[src/rtl/simd_add_pkg.sv]
package simd_add_pkg;

  localparam int SLICE_W = 8;

  typedef enum logic [1:0] {
    LANE_W8   = 2'b00,
    LANE_W16  = 2'b01,
    LANE_W32  = 2'b10,
    LANE_RSVD = 2'b11
  } lane_mode_e;

  // slices per lane for a given mode; reserved code acts as 32-bit
  function automatic int slices_per_lane(input lane_mode_e m);
    case (m)
      LANE_W8:  return 1;
      LANE_W16: return 2;
      default:  return 4;
    endcase
  endfunction

endpackage

[src/rtl/lane_boundary_map.sv]
module lane_boundary_map
  import simd_add_pkg::*;
#(
  parameter int NUM_SLICES = 16
) (
  input  lane_mode_e              mode,
  output logic [NUM_SLICES-1:0]   cut_vec,   // slice starts a lane: carry-in forced to 0
  output logic [NUM_SLICES-1:0]   top_vec    // slice ends a lane: its carry is reported
);

  for (genvar i = 0; i < NUM_SLICES; i++) begin : g_map
    always_comb begin
      case (mode)
        LANE_W8: begin
          cut_vec[i] = 1'b1;
          top_vec[i] = 1'b1;
        end
        LANE_W16: begin
          cut_vec[i] = (i % 2) == 0;
          top_vec[i] = (i % 2) == 1;
        end
        default: begin
          cut_vec[i] = (i % 4) == 0;
          top_vec[i] = (i % 4) == 3;
        end
      endcase
    end

    // a lane always starts right after the previous lane ends
    if (i > 0) begin : g_chk
      always_comb begin
        a_r5_cut_follows_top: assert (cut_vec[i] == top_vec[i-1]);
      end
    end else begin : g_chk0
      always_comb begin
        a_r5_first_slice_cut: assert (cut_vec[0]);
      end
    end
  end

endmodule

[src/rtl/slice_add.sv]
module slice_add #(
  parameter int W = 8
) (
  input  logic [W-1:0] a,
  input  logic [W-1:0] b,
  input  logic         cin,
  output logic [W-1:0] s,
  output logic         cout
);

  logic [W:0] full;

  always_comb begin
    full = {1'b0, a} + {1'b0, b} + {{W{1'b0}}, cin};
    s    = full[W-1:0];
    cout = full[W];
  end

endmodule

[src/rtl/partitioned_carry_chain.sv]
module partitioned_carry_chain
  import simd_add_pkg::*;
#(
  parameter int WORD_W = 128,
  localparam int NUM_SLICES = WORD_W / SLICE_W
) (
  input  logic [WORD_W-1:0]     a,
  input  logic [WORD_W-1:0]     b,
  input  logic [NUM_SLICES-1:0] cut_vec,
  input  logic [NUM_SLICES-1:0] top_vec,
  output logic [WORD_W-1:0]     sum,
  output logic [NUM_SLICES-1:0] carry_vec
);

  logic [NUM_SLICES:0] cy;
  assign cy[0] = 1'b0;

  for (genvar i = 0; i < NUM_SLICES; i++) begin : g_slice
    logic              cin_i;
    logic [SLICE_W-1:0] s_i;

    assign cin_i = cut_vec[i] ? 1'b0 : cy[i];

    slice_add #(.W(SLICE_W)) u_add (
      .a    (a[i*SLICE_W +: SLICE_W]),
      .b    (b[i*SLICE_W +: SLICE_W]),
      .cin  (cin_i),
      .s    (s_i),
      .cout (cy[i+1])
    );

    assign sum[i*SLICE_W +: SLICE_W] = s_i;
    assign carry_vec[i] = top_vec[i] & cy[i+1];

    // a single-slice lane is a plain byte add
    always_comb begin
      if (cut_vec[i] && top_vec[i]) begin
        a_r1_byte_lane: assert (s_i == SLICE_W'(a[i*SLICE_W +: SLICE_W] + b[i*SLICE_W +: SLICE_W]));
      end
    end
  end

endmodule

[src/rtl/result_stage.sv]
module result_stage #(
  parameter int WORD_W     = 128,
  parameter int NUM_SLICES = 16
) (
  input  logic                  clk,
  input  logic                  rst,
  input  logic                  in_valid,
  output logic                  in_ready,
  input  logic [WORD_W-1:0]     sum_d,
  input  logic [NUM_SLICES-1:0] carry_d,
  output logic                  out_valid,
  input  logic                  out_ready,
  output logic [WORD_W-1:0]     sum_q,
  output logic [NUM_SLICES-1:0] carry_q
);

  assign in_ready = !out_valid || out_ready;

  always_ff @(posedge clk) begin
    if (rst) begin
      out_valid <= 1'b0;
    end else if (in_ready) begin
      out_valid <= in_valid;
    end
  end

  always_ff @(posedge clk) begin
    if (in_ready && in_valid) begin
      sum_q   <= sum_d;
      carry_q <= carry_d;
    end
  end

  // an accepted beat appears on the next cycle
  a_r7_valid_follows: assert property (@(posedge clk) disable iff (rst)
    (in_valid && in_ready) |=> out_valid);

  // stalled output holds
  a_r8_hold_stable: assert property (@(posedge clk) disable iff (rst)
    (out_valid && !out_ready) |=> (out_valid && $stable(sum_q) && $stable(carry_q)));

  // empty register always accepts
  a_r8_ready_when_empty: assert property (@(posedge clk) disable iff (rst)
    !out_valid |-> in_ready);

endmodule

[src/rtl/simd_lane_adder.sv]
module simd_lane_adder
  import simd_add_pkg::*;
#(
  parameter int WORD_W = 128,
  localparam int NUM_SLICES = WORD_W / SLICE_W
) (
  input  logic                  clk,
  input  logic                  rst,
  input  logic                  in_valid,
  output logic                  in_ready,
  input  logic [1:0]            lane_mode,
  input  logic [WORD_W-1:0]     opnd_a,
  input  logic [WORD_W-1:0]     opnd_b,
  output logic                  out_valid,
  input  logic                  out_ready,
  output logic [WORD_W-1:0]     sum_o,
  output logic [NUM_SLICES-1:0] carry_o
);

  lane_mode_e             mode;
  logic [NUM_SLICES-1:0]  cut_vec;
  logic [NUM_SLICES-1:0]  top_vec;
  logic [WORD_W-1:0]      sum_c;
  logic [NUM_SLICES-1:0]  carry_c;

  assign mode = lane_mode_e'(lane_mode);

  initial begin
    a_word_multiple_of_32: assert (WORD_W % 32 == 0 && WORD_W >= 32);
  end

  lane_boundary_map #(.NUM_SLICES(NUM_SLICES)) u_map (
    .mode    (mode),
    .cut_vec (cut_vec),
    .top_vec (top_vec)
  );

  partitioned_carry_chain #(.WORD_W(WORD_W)) u_chain (
    .a         (opnd_a),
    .b         (opnd_b),
    .cut_vec   (cut_vec),
    .top_vec   (top_vec),
    .sum       (sum_c),
    .carry_vec (carry_c)
  );

  result_stage #(.WORD_W(WORD_W), .NUM_SLICES(NUM_SLICES)) u_out (
    .clk       (clk),
    .rst       (rst),
    .in_valid  (in_valid),
    .in_ready  (in_ready),
    .sum_d     (sum_c),
    .carry_d   (carry_c),
    .out_valid (out_valid),
    .out_ready (out_ready),
    .sum_q     (sum_o),
    .carry_q   (carry_o)
  );

endmodule

[config.mk]
export PLATFORM = sky130hd
export DESIGN_NAME = simd_lane_adder
export DESIGN_NICKNAME = d
export VERILOG_FILES = /design/src/rtl/simd_add_pkg.sv /design/src/rtl/lane_boundary_map.sv /design/src/rtl/slice_add.sv /design/src/rtl/partitioned_carry_chain.sv /design/src/rtl/result_stage.sv /design/src/rtl/simd_lane_adder.sv
export SDC_FILE = /design/constraint.sdc
export NUM_CORES = 1
export LEC_CHECK = 0
export ABC_CLOCK_PERIOD_IN_PS = 7500
export BUFFER_PORTS_ARGS = -buffer_cell sky130_fd_sc_hd__buf_2
export CAP_MARGIN = 40
export CORE_AREA = 2 2 159 161
export DETAILED_ROUTE_END_ITERATION = 10
export DIE_AREA = 0 0 161 163
export PLACE_DENSITY = 0.66
export SLEW_MARGIN = 10
export SYNTH_ARGS = -nofsm -noshare
export SYNTH_HDL_FRONTEND = slang
export SYNTH_SLANG_ARGS = --single-unit
[constraint.sdc]
create_clock -name clk -period 7.5 [get_ports clk]
set_input_delay 0.375 -clock clk [delete_from_list [all_inputs] [get_ports clk]]
set_output_delay 0.375 -clock clk [all_outputs]
set_load 0.05 [all_outputs]
==> metrics.txt <==
Least-Margin Pin Slew=between 600 and 700 ps; hold buffers post-CTS=0; IO Port Bufs=~400; endpoint class of the critical path=flop; WL/cell=16.8 um; FMAX=approximately 150 MHz; Post CTS Setup Buffer Count=0; Post-synth EDFFs=144; Avg Synthesized Cell Area=around 12 sq um; Reg2Reg Launch Point=u_out.out_valid$_SDFFE_PP0N_; worst path buffer plus inverter count=2; TritonCTS Sinks=roughly 150; Post-Syn Area=a little over 9000 sq um; row count=58; Overflow after GRT=0; Hold Violations, Final=0; R2R cell count=5; initial DRC count=~350; async set-reset flop share out of synthesis=0%; CTS Buf Count=17; crit path kind=primary input to flop; Peak supply drop=approximately 110 uV; share of layout cells above drive strength 1=a little under two fifths; DP HPWL=about 21 mm; initial core utilization=between 30% and 40%; All-Layer GR Usage=19.0%; synth warn=0; CP dominant cell by count=fa_1; largest area contributor in the netlist=edfxtp_1; register area share after synthesis=about 47%; CP max stage cell=fa_1; drt pass-1 iters=6; Clock Pin Slew Worst Setup and Hold Paths=~70 ps; first-pass GRT wire length=around 38 mm; initial antenna violation count=10; Bufs on Longest Clock Path=2; Netlist cell types=36; max-cap viol count=0; post-route ant nets=0; Clock Latency Late Sink=between 400 and 500 ps; status=complete, no violations; PwrDens=229 nW/um^2; R2R setup slack=about 5300 ps; met3 wire len=2.50 mm; TritonCTS clock tree=done; highest routed layer=met5; met2 WL post-DR=12.8 mm; Synth top area share=approximately 47%; Worst Setup SP=opnd_a[0]; Root Buffer=clkbuf_16; max-slew violation count=0; CP peak stage delay=between 400 and 500 ps; Die Height=163 um; HP Class=primary input to flop; DRC=0; Worst path depth=30; syn nets=1145; routed wire length=between 20 and 30 mm; detailed-route via count=roughly 7.4k; period utilization=91.9%; CP Capture Point=u_out.carry_q[3]$_DFFE_PP_; Top delay family on crit path=adder cells; top_reg_cell synth=edfxtp_1; Tmin final=6890 ps; worst path required time=between 7000 and 8000 ps; vias in the first global route=about 7.4k; area grow syn2layout=34.0%; final-report setup violation count=0; Lkg Pwr=5.72 nW; Critical Path Fanout Max=4; TNS Setup=0 ps; RePlAce Congestion=roughly 0.87; H-tree Lvls=4; Die Footprint=about 26000 sq um; synth top area cells=edfxtp_1 (47%), ha_1 (16%), xnor2_1 (6.5%), fa_1 (6.1%), a21oi_1 (3.2%); WP data arrival=7050 ps; Critical R2R Capture=u_out.sum_q[103]$_DFFE_PP_; I/O Pins=between 400 and 500; die extent in x=about 160 um; M1 WL=a little over 9 mm; largest net degree at the start of global routing=59; total power=between 0.002 and 0.003 W; register bit count reported by yosys=about 150; Setup Skew=12.6 ps; max_slew headroom=a little over half; crit start category=primary input; vias per cell=4.86; nets=approximately 1.6k; core area=around 25000 sq um; Mapped Cells=about 740
==> layer usage <==
layer / global-route usage [%] / up-vias
li1: - / 3632
met1: 19.6 / 3388
met2: 34.3 / 314
met3: 7.94 / 46
met4: 7.02 / 8
met5: 0 / -
==> worst min path at each step <==
| stage | start | to | slack, ps | depth (start not counted) |
|---|---|---|---|---|
| after floorplan | rst | u_out.out_valid$_SDFFE_PP0N_ | 440 | 1 |
| after global placement | u_out.out_valid$_SDFFE_PP0N_ | u_out.out_valid$_SDFFE_PP0N_ | 520 | 2 |
| after detailed placement | u_out.out_valid$_SDFFE_PP0N_ | u_out.out_valid$_SDFFE_PP0N_ | 530 | 2 |
| after CTS | rst | u_out.out_valid$_SDFFE_PP0N_ | 90 | 2 |
| after global routing | rst | u_out.out_valid$_SDFFE_PP0N_ | 90 | 2 |
| final | rst | u_out.out_valid$_SDFFE_PP0N_ | 110 | 2 |
==> what timing repair did <==
| item | CTS | global route |
|---|---|---|
| setup endpoints to repair | 0 | 3 |
| endpoints found under the hold margin | 0 | 0 |
| resized for setup | 0 | 3 |
==> state kept, by name, summed over array words and instances, names as in the netlist <==
signal / flops
u_out.sum_q: 128
u_out.out_valid: 1
u_out.carry_q: 16
==> cells in the final DEF, fill, tap and decap left out, drive strengths merged, types with 23 or more instances in the layout <==
cell	count
ha	116
a21o	37
xnor2	68
fa	28
o21ai	32
buf	414
edfxtp	144
xor2	23
nor2	55
inv	44
a21oi	60
o21bai	26
==> stage by stage <==
step	setup WS (ps)	util, %	area, sq um	hold slack, ps	instances
finish	610	49.8	12300	114	1519
global route	-34.0	49.7	12300	93.8	1516
CTS	468	49.6	12200	90.3	1512
detailed placement	22.6	47.4	11700	527	1482
global placement	154	47.2	11600	516	1480
floorplan	837	-	9160	444	739
==> worst register-to-register path: stages (launching register included) <==
cell,delay (ps)
dfxtp_1,310
nand2b_1,110
and2_4,280
buf_16,290
buf_4,530
buf_16,290
==> cells in the mapped netlist (all sizes together) (2+ instances only) <==
master / count
a21o: 37
xor2: 23
xnor2: 68
nor3: 3
or4: 3
o211ai: 2
a31oi: 7
a21boi: 8
a21oi: 60
nor2: 55
nand3b: 3
nand2: 9
o22ai: 5
ha: 116
or2: 4
nor2b: 6
a211oi: 4
nand3: 8
nand2b: 13
o41ai: 10
nor4: 3
inv: 42
o21a: 10
edfxtp: 144
fa: 28
o21bai: 26
o2bb2ai: 3
o21ai: 32
==> cell families after synthesis <==
family	Yosys count	synth area share, %
adders and majority gates	144	22.0
xor gates and xnor gates	91	8.70
buffers and inverters	43	1.76
AOI/OAI and AO/OA	207	14.6
and+or+nand+nor	109	5.63
DFF	145	47.4
==> where the power goes <==
| group | internal, W | total [W] | switching, W |
|---|---|---|---|
| Clock | 0.000453 | 0.000796 | 0.000344 |
| Sequential | 0.00103 | 0.00106 | 0.0000256 |
| Combinational | 0.000313 | 0.000960 | 0.000647 |
==> cell type report <==
type                    count  area (sq um)
repair buffers            414          2130
inverters                  42           158
multi-input cells         551          4680
well taps                 330           413
diodes                      7          17.5
clock buffers              17           425
fillers                  2325         12400
clock inverters            13           114
flip-flops and latches    145          4340
Power figures use the tool's default switching activity.
